`src/rtl/pp_frame_pkg.sv`:
```
package pp_frame_pkg;

  typedef enum logic {
    BANK_LO = 1'b0,
    BANK_HI = 1'b1
  } bank_id_e;

  localparam int unsigned NUM_BANKS = 2;

  function automatic bank_id_e other_bank(input bank_id_e b);
    return (b == BANK_LO) ? BANK_HI : BANK_LO;
  endfunction

endpackage

```
`src/rtl/pp_bank_store.sv`:
```
module pp_bank_store
  import pp_frame_pkg::*;
#(
  parameter int unsigned DATA_W = 16,
  parameter int unsigned DEPTH  = 8,
  localparam int unsigned ADDR_W = (DEPTH > 1) ? $clog2(DEPTH) : 1
) (
  input  logic              clk,
  input  logic              wr_en,
  input  bank_id_e          wr_bank,
  input  logic [ADDR_W-1:0] wr_addr,
  input  logic [DATA_W-1:0] wr_data,
  input  bank_id_e          rd_bank,
  input  logic [ADDR_W-1:0] rd_addr,
  output logic [DATA_W-1:0] rd_data
);

  logic [DATA_W-1:0] rd_word [NUM_BANKS];

  for (genvar b = 0; b < NUM_BANKS; b++) begin : g_bank
    logic [DATA_W-1:0] mem [DEPTH];
    logic              bank_we;

    always_comb begin
      bank_we = wr_en && (wr_bank == bank_id_e'(b));
    end

    always_ff @(posedge clk) begin
      if (bank_we) begin
        mem[wr_addr] <= wr_data;
      end
    end

    always_comb begin
      rd_word[b] = mem[rd_addr];
    end
  end

  always_comb begin
    rd_data = rd_word[rd_bank];
  end

endmodule

```
`src/rtl/pp_fill_ctrl.sv`:
```
module pp_fill_ctrl #(
  parameter int unsigned DEPTH = 8,
  localparam int unsigned ADDR_W = (DEPTH > 1) ? $clog2(DEPTH) : 1,
  localparam int unsigned CNT_W  = $clog2(DEPTH + 1)
) (
  input  logic              clk,
  input  logic              rst_n,
  input  logic              s_tvalid,
  input  logic              s_tlast,
  input  logic              swap,
  output logic              s_tready,
  output logic              wr_en,
  output logic [ADDR_W-1:0] wr_addr,
  output logic              pending,
  output logic [CNT_W-1:0]  frame_len
);

  logic [ADDR_W-1:0] cnt_q, cnt_d;
  logic              held_q, held_d;
  logic [CNT_W-1:0]  len_q, len_d;
  logic              beat;
  logic              at_end;
  logic              close_now;
  logic [CNT_W-1:0]  cnt_plus;

  always_comb begin
    s_tready  = !held_q;
    beat      = s_tvalid && s_tready;
    at_end    = (cnt_q == ADDR_W'(DEPTH - 1));
    close_now = beat && (s_tlast || at_end);
    cnt_plus  = CNT_W'(cnt_q) + CNT_W'(1);
    wr_en     = beat;
    wr_addr   = cnt_q;
    pending   = held_q || close_now;
    frame_len = close_now ? cnt_plus : len_q;
  end

  always_comb begin
    cnt_d  = cnt_q;
    held_d = held_q;
    len_d  = len_q;
    if (close_now) begin
      cnt_d = '0;
      len_d = cnt_plus;
    end else if (beat) begin
      cnt_d = cnt_q + ADDR_W'(1);
    end
    if (swap) begin
      held_d = 1'b0;
    end else if (close_now) begin
      held_d = 1'b1;
    end
  end

  always_ff @(posedge clk or negedge rst_n) begin
    if (!rst_n) begin
      cnt_q  <= '0;
      held_q <= 1'b0;
      len_q  <= '0;
    end else begin
      cnt_q  <= cnt_d;
      held_q <= held_d;
      len_q  <= len_d;
    end
  end

endmodule

```
`src/rtl/pp_drain_ctrl.sv`:
```
module pp_drain_ctrl #(
  parameter int unsigned DEPTH = 8,
  localparam int unsigned ADDR_W = (DEPTH > 1) ? $clog2(DEPTH) : 1,
  localparam int unsigned CNT_W  = $clog2(DEPTH + 1)
) (
  input  logic              clk,
  input  logic              rst_n,
  input  logic              swap,
  input  logic [CNT_W-1:0]  new_len,
  input  logic              m_tready,
  output logic              m_tvalid,
  output logic              m_tlast,
  output logic [ADDR_W-1:0] rd_addr,
  output logic              drain_free
);

  logic              busy_q, busy_d;
  logic [ADDR_W-1:0] cnt_q, cnt_d;
  logic [CNT_W-1:0]  len_q, len_d;
  logic              on_last;
  logic              take;

  always_comb begin
    on_last    = busy_q && ((CNT_W'(cnt_q) + CNT_W'(1)) == len_q);
    take       = busy_q && m_tready;
    m_tvalid   = busy_q;
    m_tlast    = on_last;
    rd_addr    = cnt_q;
    drain_free = !busy_q || (take && on_last);
  end

  always_comb begin
    busy_d = busy_q;
    cnt_d  = cnt_q;
    len_d  = len_q;
    if (swap) begin
      busy_d = 1'b1;
      cnt_d  = '0;
      len_d  = new_len;
    end else if (take) begin
      if (on_last) begin
        busy_d = 1'b0;
        cnt_d  = '0;
      end else begin
        cnt_d = cnt_q + ADDR_W'(1);
      end
    end
  end

  always_ff @(posedge clk or negedge rst_n) begin
    if (!rst_n) begin
      busy_q <= 1'b0;
      cnt_q  <= '0;
      len_q  <= '0;
    end else begin
      busy_q <= busy_d;
      cnt_q  <= cnt_d;
      len_q  <= len_d;
    end
  end

endmodule

```
`src/rtl/pp_swap_ctrl.sv`:
```
module pp_swap_ctrl
  import pp_frame_pkg::*;
(
  input  logic     clk,
  input  logic     rst_n,
  input  logic     pending,
  input  logic     drain_free,
  output logic     swap,
  output bank_id_e wr_bank,
  output bank_id_e rd_bank
);

  bank_id_e sel_q, sel_d;

  always_comb begin
    swap    = pending && drain_free;
    sel_d   = swap ? other_bank(sel_q) : sel_q;
    wr_bank = sel_q;
    rd_bank = other_bank(sel_q);
  end

  always_ff @(posedge clk or negedge rst_n) begin
    if (!rst_n) begin
      sel_q <= BANK_LO;
    end else begin
      sel_q <= sel_d;
    end
  end

endmodule

```
`src/rtl/pp_frame_buf.sv`:
```
module pp_frame_buf
  import pp_frame_pkg::*;
#(
  parameter int unsigned DATA_W    = 16,
  parameter int unsigned FRAME_LEN = 8
) (
  input  logic              clk,
  input  logic              rst_n,
  input  logic              s_tvalid,
  output logic              s_tready,
  input  logic [DATA_W-1:0] s_tdata,
  input  logic              s_tlast,
  output logic              m_tvalid,
  input  logic              m_tready,
  output logic [DATA_W-1:0] m_tdata,
  output logic              m_tlast
);

  localparam int unsigned ADDR_W = (FRAME_LEN > 1) ? $clog2(FRAME_LEN) : 1;
  localparam int unsigned CNT_W  = $clog2(FRAME_LEN + 1);

  logic              wr_en;
  logic [ADDR_W-1:0] wr_addr;
  logic [ADDR_W-1:0] rd_addr;
  logic              pending;
  logic [CNT_W-1:0]  frame_len;
  logic              drain_free;
  logic              swap;
  bank_id_e          wr_bank;
  bank_id_e          rd_bank;

  pp_fill_ctrl #(.DEPTH(FRAME_LEN)) u_fill (
    .clk       (clk),
    .rst_n     (rst_n),
    .s_tvalid  (s_tvalid),
    .s_tlast   (s_tlast),
    .swap      (swap),
    .s_tready  (s_tready),
    .wr_en     (wr_en),
    .wr_addr   (wr_addr),
    .pending   (pending),
    .frame_len (frame_len)
  );

  pp_drain_ctrl #(.DEPTH(FRAME_LEN)) u_drain (
    .clk        (clk),
    .rst_n      (rst_n),
    .swap       (swap),
    .new_len    (frame_len),
    .m_tready   (m_tready),
    .m_tvalid   (m_tvalid),
    .m_tlast    (m_tlast),
    .rd_addr    (rd_addr),
    .drain_free (drain_free)
  );

  pp_swap_ctrl u_swap (
    .clk        (clk),
    .rst_n      (rst_n),
    .pending    (pending),
    .drain_free (drain_free),
    .swap       (swap),
    .wr_bank    (wr_bank),
    .rd_bank    (rd_bank)
  );

  pp_bank_store #(.DATA_W(DATA_W), .DEPTH(FRAME_LEN)) u_store (
    .clk     (clk),
    .wr_en   (wr_en),
    .wr_bank (wr_bank),
    .wr_addr (wr_addr),
    .wr_data (s_tdata),
    .rd_bank (rd_bank),
    .rd_addr (rd_addr),
    .rd_data (m_tdata)
  );

endmodule

```
`config.mk`:
```
export PLATFORM = sky130hd
export DESIGN_NAME = pp_frame_buf
export DESIGN_NICKNAME = d
export VERILOG_FILES = /design/src/rtl/pp_frame_pkg.sv /design/src/rtl/pp_bank_store.sv /design/src/rtl/pp_fill_ctrl.sv /design/src/rtl/pp_drain_ctrl.sv /design/src/rtl/pp_swap_ctrl.sv /design/src/rtl/pp_frame_buf.sv
export SDC_FILE = /design/constraint.sdc
export NUM_CORES = 1
export LEC_CHECK = 0
export BUFFER_PORTS_ARGS = -buffer_cell sky130_fd_sc_hd__buf_2
export CORE_MARGIN = 4
export CORE_UTILIZATION = 55
export DETAILED_ROUTE_END_ITERATION = 10
export HOLD_SLACK_MARGIN = 0.02
export PLACE_DENSITY = 0.79
export SKIP_CTS_REPAIR_TIMING = 1
export SLEW_MARGIN = 20
export SYNTH_ARGS = -nofsm -noshare
export SYNTH_HDL_FRONTEND = slang
export SYNTH_HIERARCHICAL = 1
export SYNTH_SLANG_ARGS = --single-unit
```
`constraint.sdc`:
```
create_clock -name clk -period 2.7 [get_ports clk]
set_input_delay 0.54 -clock clk [delete_from_list [all_inputs] [get_ports clk]]
set_output_delay 0.54 -clock clk [all_outputs]
set_load 0.03 [all_outputs]
```
==> run summary, run 1 <==
status: complete, but fails checks
failing checks: negative setup slack
fmax: 346 MHz
cell area after layout: 0.0127 mm²
worst-path fanout max: 5
Clk pwr share: 25.1%
grt total ovfl: 0
Detail Route Antenna Nets: 0
Clk pin slew, worst setup/hold paths: 60 ps
Post-Syn Nets: 512
I/O pins: 40
sequential element share of the synthesized area: 76.2%
Pint: 9.02 mW
Worst Hold Class: primary input to flop
worst hold slack: 355 ps
Final nets: 613
DRC Markers: 0
# setup viols final: 17
area grow syn2layout: 18.8%
most frequent cells in the layout: edfxtp_1, mux4_2, buf_4, clkbuf_16, buf_2
core box area: 0.0189 mm²
final worst-path cycle share: 107%
H-Tree Depth: 1
Final WS setup: -189 ps
DR iter-0 viols: 560
clk buf depth: 3
Clock Sink Count: 273
Max-Cap Viols: 0
cell count after synthesis: 488
register share of total power: 39.3%
mapped cell area: 0.0106 mm²
DR WL/cell: 28.1 µm
vias in the first global route: 5,515
TritonCTS Buffers: 26
Relative slew margins: 63.8%
total track usage: 21.4%
TNS Setup: -2230 ps
Power Total: 13.1 mW
Die X: 147 µm
DRT Pass-1 Iters: 5
Seq cells post-synth: 273
peak supply drop: 719 µV
WL final: 24,400 µm
CP Class: flop to primary output
GPL Wtd Cong: 0.793
Filler cells: 1,190
Initial Utilization: 56.4%
CTS tree: done
Sw Ratio: 31.3%
NetSw: 4.12 mW
power per cell area: 1040 mW/mm²
ratio of cells with drive above 1 in the final layout: 42.3%
first-pass GRT wire length: 34,700 µm
largest net degree at the start of global routing: 65
commonest non-fill, non-tap cell in the layout: edfxtp_1
HPWL after detailed placement: 13,300 µm
syn_area_per_cell: 21.8 µm²
PortBufs: 39
clock latency on the worst-skew pair: 520 ps
R2R setup slack: 260 ps
post-layout util: 67.0%
worst-margin pin slew: 542 ps
fin crit period: 2890 ps
Root Buffer: clkbuf_16
fin. max-slew vios: 0
Site Rows: 50
Vias/cell: 6.28
Startpoint Class: flop
initial antenna violation count: 1
arrival time at the worst endpoint: 2350 ps
Fin. Hold Viols: 0
Async S/R FF share, synth: 6.23%
Cell Area, Placed: 0.0114 mm²
number of synthesized flops with an enable pin: 256
total leakage power: 4.20 nW
CP endpoint kind: primary output
Synth Flop Type: edfxtp_1
Ys Warns: 6
diode count: 0
RSZ-0062 raised after global routing: true
Die Footprint: 0.0217 mm²
Final Skew: 14.9 ps
Worst EP required: 2160 ps
chip height: 147 µm
post-synthesis cell type count: 48
Via Count: 5,441
Comb power frac: 35.6%
-- power groups by stage --
stage	Combinational [mW]	Sequential (mW)	Clock [mW]
5_1_grt	4.92	5.20	3.54
3_5_place_dp	3.58	5.30	0
3_3_place_gp	3.50	5.27	0
6_report	4.68	5.17	3.30
2_1_floorplan	2.67	5.18	0
4_1_cts	3.62	5.23	3.34
-- per-layer routing --
layer | share of wire (%) | global-route usage (%)
met1 | 36 | 30.6
met2 | 51 | 35.2
met3 | 9.3 | 3.82
met4 | 3.0 | 4.99
met5 | 0.029 | 0
-- cell usage after synthesis, types with 4 or more instances --
cell type  instances  share of area, %
dfrtp_1           17               4.0
buf_4              5              0.35
inv_1              4              0.14
mux2_2             5              0.53
nor2_1            13              0.46
a22oi_1           32               2.3
nand2_1           22              0.78
buf_6              6              0.63
nor3_1             4              0.19
mux4_1            10               2.5
clkbuf_1           4              0.14
mux4_2            54                11
edfxtp_1         256                72
-- kinds of logic after synthesis --
logic type	after synthesis	synth area share, %
mux	71	14.7
flops	273	76.2
fa+ha+maj	3	0.353
xor+xnor	4	0.400
buf+inv	27	1.89
simple gates	63	3.16
compound gates	47	3.30
-- through the flow --
stage | std cells | worst slack (ps)
global placement | 800 | 194
detailed placement | 800 | 126
CTS | 846 | -424
floorplan | 488 | 82.7
finish | 867 | -189
global route | 867 | -251
-- sequential cells by signal, indices dropped and copies added, names as in the netlist --
register and cells:
u_swap/wr_bank 1, u_drain/rd_addr 3, u_drain/m_tvalid 1, u_drain/len_q 4, u_store/g_bank.mem 256, u_fill/held_q 1, u_fill/wr_addr 3, u_fill/len_q 4
-- worst max-delay path: stages, from the launching register on --
cell	delay (ps)
dfrtp_4	520
buf_12	170
buf_6	120
buf_6	110
mux4_2	430
a22oi_2	240
nand2_1	90
buf_6	150
-- final cells by class --
class,count,area (µm²),area share [%]
Clock inverter,19,100,0.791
Clock buffer,27,676,5.34
Sequential cell,273,8120,64.2
Timing Repair Buffer,96,957,7.57
Tap cell,260,325,2.57
Multi-Input combinational cell,188,2460,19.5
Inverter,4,15.0,0.119
-- path summary, 6_finish.rpt --
check                                               startpoint                             end  cells past startpoint
worst max-delay path            u_drain/rd_addr[0]$_DFFE_PN0P_                     m_tdata[14]                      7
min in group asynchronous                                rst_n       u_fill/len_q[1]$_DFF_PN0_                      2
worst min register to register       u_fill/len_q[1]$_DFF_PN0_       u_fill/len_q[1]$_DFF_PN0_                      1
worst min-delay path                                  m_tready    u_drain/m_tvalid$_DFFE_PN0P_                      3
worst max register to register  u_drain/rd_addr[0]$_DFFE_PN0P_  u_drain/rd_addr[2]$_DFFE_PN0P_                     11
max in group asynchronous                                rst_n  u_drain/rd_addr[0]$_DFFE_PN0P_                      2
No activity file was read; power rests on OpenSTA's default activity.
==> run 2: changes to the inputs <==
- SKIP_LAST_GASP: unset -> 1
==> run summary, run 2 (synthesis gave the netlist of run 1 again) <==
reg2reg start: u_drain/rd_addr[0]$_DFFE_PN0P_
area grow syn2layout: 18.6%
Fin. Hold Viols: 0
CP Class: flop to primary output
initial antenna violation count: 1
Post-Place Setup Slack: 126 ps
CTS tree: done
first-pass GRT wire length: 34,700 µm
WP buf/inv: 4
Worst EP required: 2160 ps
DRT Pass-1 Iters: 6
Startpoint Class: flop
delay of the slowest cell on the worst path: 520 ps
final worst-path cycle share: 107%
R2R setup slack: 260 ps
grt total ovfl: 0
RSZ-0062 raised after global routing: true
reg2reg end: u_drain/rd_addr[2]$_DFFE_PN0P_
fmax: 346 MHz
fin. max-slew vios: 0
failing checks: negative setup slack
Detail Route Antenna Nets: 0
WL final: 24,300 µm
Initial Utilization: 56.4%
Crit path top cell by count: buf_6
commonest non-fill, non-tap cell in the layout: edfxtp_1
I/O pins: 40
CP endpoint kind: primary output
slowest CP cell: dfrtp_4
Relative slew margins: 63.6%
Reg with most FFs: u_store/g_bank.mem
clk buf depth: 3
status: complete, but fails checks
total track usage: 21.4%
GPL Wtd Cong: 0.793
Final Skew: 13.1 ps
worst-margin pin slew: 545 ps
fin crit period: 2890 ps
Die X: 147 µm
DRC Markers: 0
Via Count: 5,442
total leakage power: 4.20 nW
largest net degree at the start of global routing: 65
ratio of cells with drive above 1 in the final layout: 42.3%
core box area: 0.0189 mm²
Final WS setup: -190 ps
Site Rows: 50
TritonCTS Buffers: 26
top flop regs: u_store/g_bank.mem: 256 flops, u_drain/len_q: 4 flops, u_fill/len_q: 4 flops
number of flip-flops in the largest register: 256
Max-Cap Viols: 0
Root Buffer: clkbuf_16
clock latency on the worst-skew pair: 520 ps
power per cell area: 1040 mW/mm²
diode count: 0
DR WL/cell: 28.0 µm
Worst Hold Class: primary input to flop
Clk pin slew, worst setup/hold paths: 60 ps
critical path, cell by cell: buf_12, buf_6, buf_6, mux4_2, a22oi_2, nand2_1, buf_6
chip height: 147 µm
HPWL after detailed placement: 13,300 µm
# setup viols final: 17
Worst Setup EP: m_tdata[14]
vias in the first global route: 5,515
Power Total: 13.1 mW
arrival time at the worst endpoint: 2350 ps
worst-path fanout max: 5
delay-heaviest family, CP: buffers and inverters
TNS Setup: -2240 ps
DR iter-0 viols: 587
most frequent cells in the layout: edfxtp_1, mux4_2, buf_4, clkbuf_16, buf_2
PortBufs: 39
H-Tree Depth: 1
R2R cell count: 11
Die Footprint: 0.0217 mm²
Clock Sink Count: 273
Vias/cell: 6.28
Levels on crit path: 7
peak supply drop: 720 µV
CP Launch Point: u_drain/rd_addr[0]$_DFFE_PN0P_
Final nets: 613
==> run 2: tightest hold or removal path, stage by stage <==
cell	delay, ps
buf_2	120
nand2_1	70
a21o_1	110
==> run 2: layout make-up <==
cell class	count	area, µm²
Sequential cell	273	8120
Tap cell	260	325
Multi-Input combinational cell	188	2460
Clock inverter	19	100
Timing Repair Buffer	96	931
Clock buffer	27	676
Inverter	4	15.0
Fill cell	1192	6270
==> run 2: metal layers <==
layer	routed length, µm	GRT usage [%]	up-vias	share of wire, %
met1	9110	30.6	2843	37
met5	7	0	-	0.029
met3	2000	3.82	57	8.2
met4	723	4.99	2	3.0
li1	-	-	2236	-
met2	12500	35.2	304	51
==> run 2: how the worst min path moves through the flow <==
stage | from | to | slack (ps) | cells past startpoint
after global routing | m_tready | u_drain/m_tvalid$_DFFE_PN0P_ | 370 | 3
after floorplan | rst_n | u_drain/len_q[0]$_DFFE_PN0P_ | 240 | 0
after global placement | rst_n | u_drain/m_tvalid$_DFFE_PN0P_ | 470 | 1
after CTS | rst_n | u_drain/rd_addr[2]$_DFFE_PN0P_ | -80 | 1
final | m_tready | u_drain/m_tvalid$_DFFE_PN0P_ | 350 | 3
after detailed placement | rst_n | u_drain/m_tvalid$_DFFE_PN0P_ | 480 | 1
==> run 2: stage by stage <==
stage / util, % / area (µm²) / hold WS (ps) / cells
floorplan: - / 10700 / 244 / 488
global placement: 60.3 / 11400 / 471 / 800
detailed placement: 60.3 / 11400 / 481 / 800
CTS: 64.4 / 12200 / -79.2 / 846
global route: 66.8 / 12600 / 368 / 867
finish: 66.8 / 12600 / 354 / 867
==> run 2: where the power goes <==
group | internal [mW] | switching, mW | total [mW] | leakage [nW]
logic | 2.20 | 2.42 | 4.62 | 1.30
registers | 4.97 | 0.198 | 5.17 | 2.52
clock network | 1.81 | 1.49 | 3.30 | 0.379
total | 8.99 | 4.11 | 13.1 | 4.20
==> run 3: changes to the inputs <==
- ABC_AREA: unset -> 1
- CORE_MARGIN: 4 -> unset
- TNS_END_PERCENT: unset -> 30
==> run summary, run 3 <==
total track usage: 24.8%
fin. max-slew vios: 0
Vias/cell: 5.50
mapped cell area: 0.0120 mm²
cell area after layout: 0.0139 mm²
TritonCTS Buffers: 28
Max-Cap Viols: 0
Detail Route Antenna Nets: 0
fmax: 361 MHz
power per cell area: 1000 mW/mm²
main combinational cell family by area after synthesis: simple AND/OR/NAND/NOR gates
Final nets: 1,265
status: complete, but fails checks
Power Total: 14.0 mW
I/O pins: 40
area grow syn2layout: 16.7%
Fin. Hold Viols: 0
Post-Place Setup Slack: 455 ps
Post-Syn Nets: 1,197
Clk pin slew, worst setup/hold paths: 60 ps
synth cell count leaders: nand2_1, edfxtp_1, nand3_1
number of synthesized flops with an enable pin: 256
Worst EP required: 2160 ps
CP Class: flop to primary output
first-pass GRT wire length: 41,300 µm
failing checks: negative setup slack
core box area: 0.0212 mm²
number of flip-flops in the largest register: 256
Startpoint Class: flop
H-Tree Depth: 1
Synth top area share: 64.3%
clock latency on the worst-skew pair: 550 ps
fin crit period: 2770 ps
Initial Utilization: 56.5%
HPWL after detailed placement: 15,500 µm
WL final: 30,400 µm
CTS tree: done
Site Rows: 53
Clock Sink Count: 273
Synth Area in Simple Gates: 22.1%
Via Count: 8,458
vias in the first global route: 7,686
post-synthesis cell type count: 25
arrival time at the worst endpoint: 2230 ps
commonest non-fill, non-tap cell in the layout: nand2_1
initial antenna violation count: 1
top post-synthesis cells by area: edfxtp_1, nand2_1, nand3_1, inv_1, dfrtp_1
Async S/R FF share, synth: 6.23%
Reg with most FFs: u_store/g_bank.mem
sequential element share of the synthesized area: 67.9%
Ys Warns: 6
PortBufs: 39
Root Buffer: clkbuf_16
most frequent cells in the layout: nand2_1, edfxtp_1, inv_1, nand3_1, clkbuf_16
final worst-path cycle share: 103%
cell count after synthesis: 1,173
post-synthesis mux area share: 0%
Hold Path Depth: 4
Cell Area, Placed: 0.0126 mm²
Synth Area in Adders: 0.314%
largest net degree at the start of global routing: 99
Final WS setup: -68.6 ps
most numerous cell in the Yosys netlist: nand2_1
total leakage power: 6.07 nW
DR iter-0 viols: 942
Compound-Gate Fraction of Synth Area: 0.283%
leading area contributor after synthesis: edfxtp_1
RSZ-0062 raised after global routing: true
Final Skew: 11.4 ps
peak supply drop: 752 µV
Worst Hold Class: primary input to flop
DR WL/cell: 19.8 µm
CP endpoint kind: primary output
GPL Wtd Cong: 0.798
worst-margin pin slew: 565 ps
top flop regs: u_store/g_bank.mem: 256 flops, u_drain/len_q: 4 flops, u_fill/len_q: 4 flops
DRT Pass-1 Iters: 6
chip height: 149 µm
Relative slew margins: 62.4%
syn_area_per_cell: 10.2 µm²
Synth Area in XOR/XNOR: 0.0733%
ratio of cells with drive above 1 in the final layout: 13.7%
Seq cells post-synth: 273
DRC Markers: 0
Synth Flop Type: edfxtp_1
Die X: 149 µm
Die Footprint: 0.0223 mm²
worst-path fanout max: 9
R2R cell count: 13
# setup viols final: 4
grt total ovfl: 0
clk buf depth: 3
run 3: changes by cell type after synthesis, moves of 4 or more:
cell	before	now
clkbuf_1	4	8
a22oi_1	32	0
buf_2	3	23
inv_2	0	7
mux4_1	10	0
buf_4	5	17
inv_1	4	208
nand3_1	3	210
mux2_2	5	0
nor3_1	4	0
nor2_1	13	19
mux4_2	54	0
nand2_1	22	383
run 3: path summary, 6_finish.rpt:
kind | start | endpoint | slack [ps]
worst min-delay path | s_tvalid | u_fill/wr_addr[2]$_DFFE_PN0P_ | 320
worst min register to register | u_fill/len_q[3]$_DFF_PN0_ | u_fill/len_q[3]$_DFF_PN0_ | 480
min in group asynchronous | rst_n | u_fill/wr_addr[2]$_DFFE_PN0P_ | 450
worst max-delay path | u_drain/rd_addr[0]$_DFFE_PN0P_ | m_tdata[13] | -70
max in group asynchronous | rst_n | u_drain/rd_addr[1]$_DFFE_PN0P_ | 1940
worst max register to register | u_drain/rd_addr[0]$_DFFE_PN0P_ | u_drain/rd_addr[0]$_DFFE_PN0P_ | 480
run 3: cells by family after synthesis:
kind of cell	Yosys count
adder cells (fa/ha/maj)	3
XOR/XNOR	1
flip-flops	273
AO/OA/AOI/OAI	6
AND/OR/NAND/NOR	623
buffers and inverters	267
run 3: per-stage QoR:
| step | std cells | util, % | TNS (ps) | hold slack (ps) |
|---|---|---|---|---|
| after floorplan | 1173 | - | 0 | 244 |
| after global placement | 1467 | 59.7 | 0 | 461 |
| after detailed placement | 1467 | 59.7 | 0 | 470 |
| after CTS | 1517 | 63.8 | -801 | -82.9 |
| after global routing | 1537 | 65.9 | -821 | 320 |
| final | 1537 | 65.9 | -151 | 315 |
run 3: power breakdown:
part	leakage [nW]	switching, mW	internal [mW]
combinational	3.11	3.45	1.79
sequential	2.52	0.149	4.96
clock	0.428	1.52	2.13
total	6.07	5.11	8.88
run 3: layout make-up:
cell class              count  area [µm²]
diodes                      1        2.50
clock buffers              41         801
clock inverters             9        70.1
fillers                  1489        7200
inverters                 215         820
multi-input cells         633        2810
flip-flops and latches    273        8120
well taps                 275         344
repair buffers             88         963
repair inverters            2        17.5
run 3: layer usage:
metal | GRT usage, % | routed length (µm)
met2 | 40.5 | 14500
met4 | 9.34 | 936
met5 | 0 | 0
met1 | 32.5 | 11100
met3 | 5.55 | 3810
run 3: critical path, stage by stage (launching register included):
cell and delay, ps:
dfrtp_4 500, buf_12 170, clkinv_8 110, clkbuf_16 180, nand2_1 60, nand2_1 60
nand2_1 60, nand3_1 120, nand3_1 110, nand2_1 110, buf_2 200
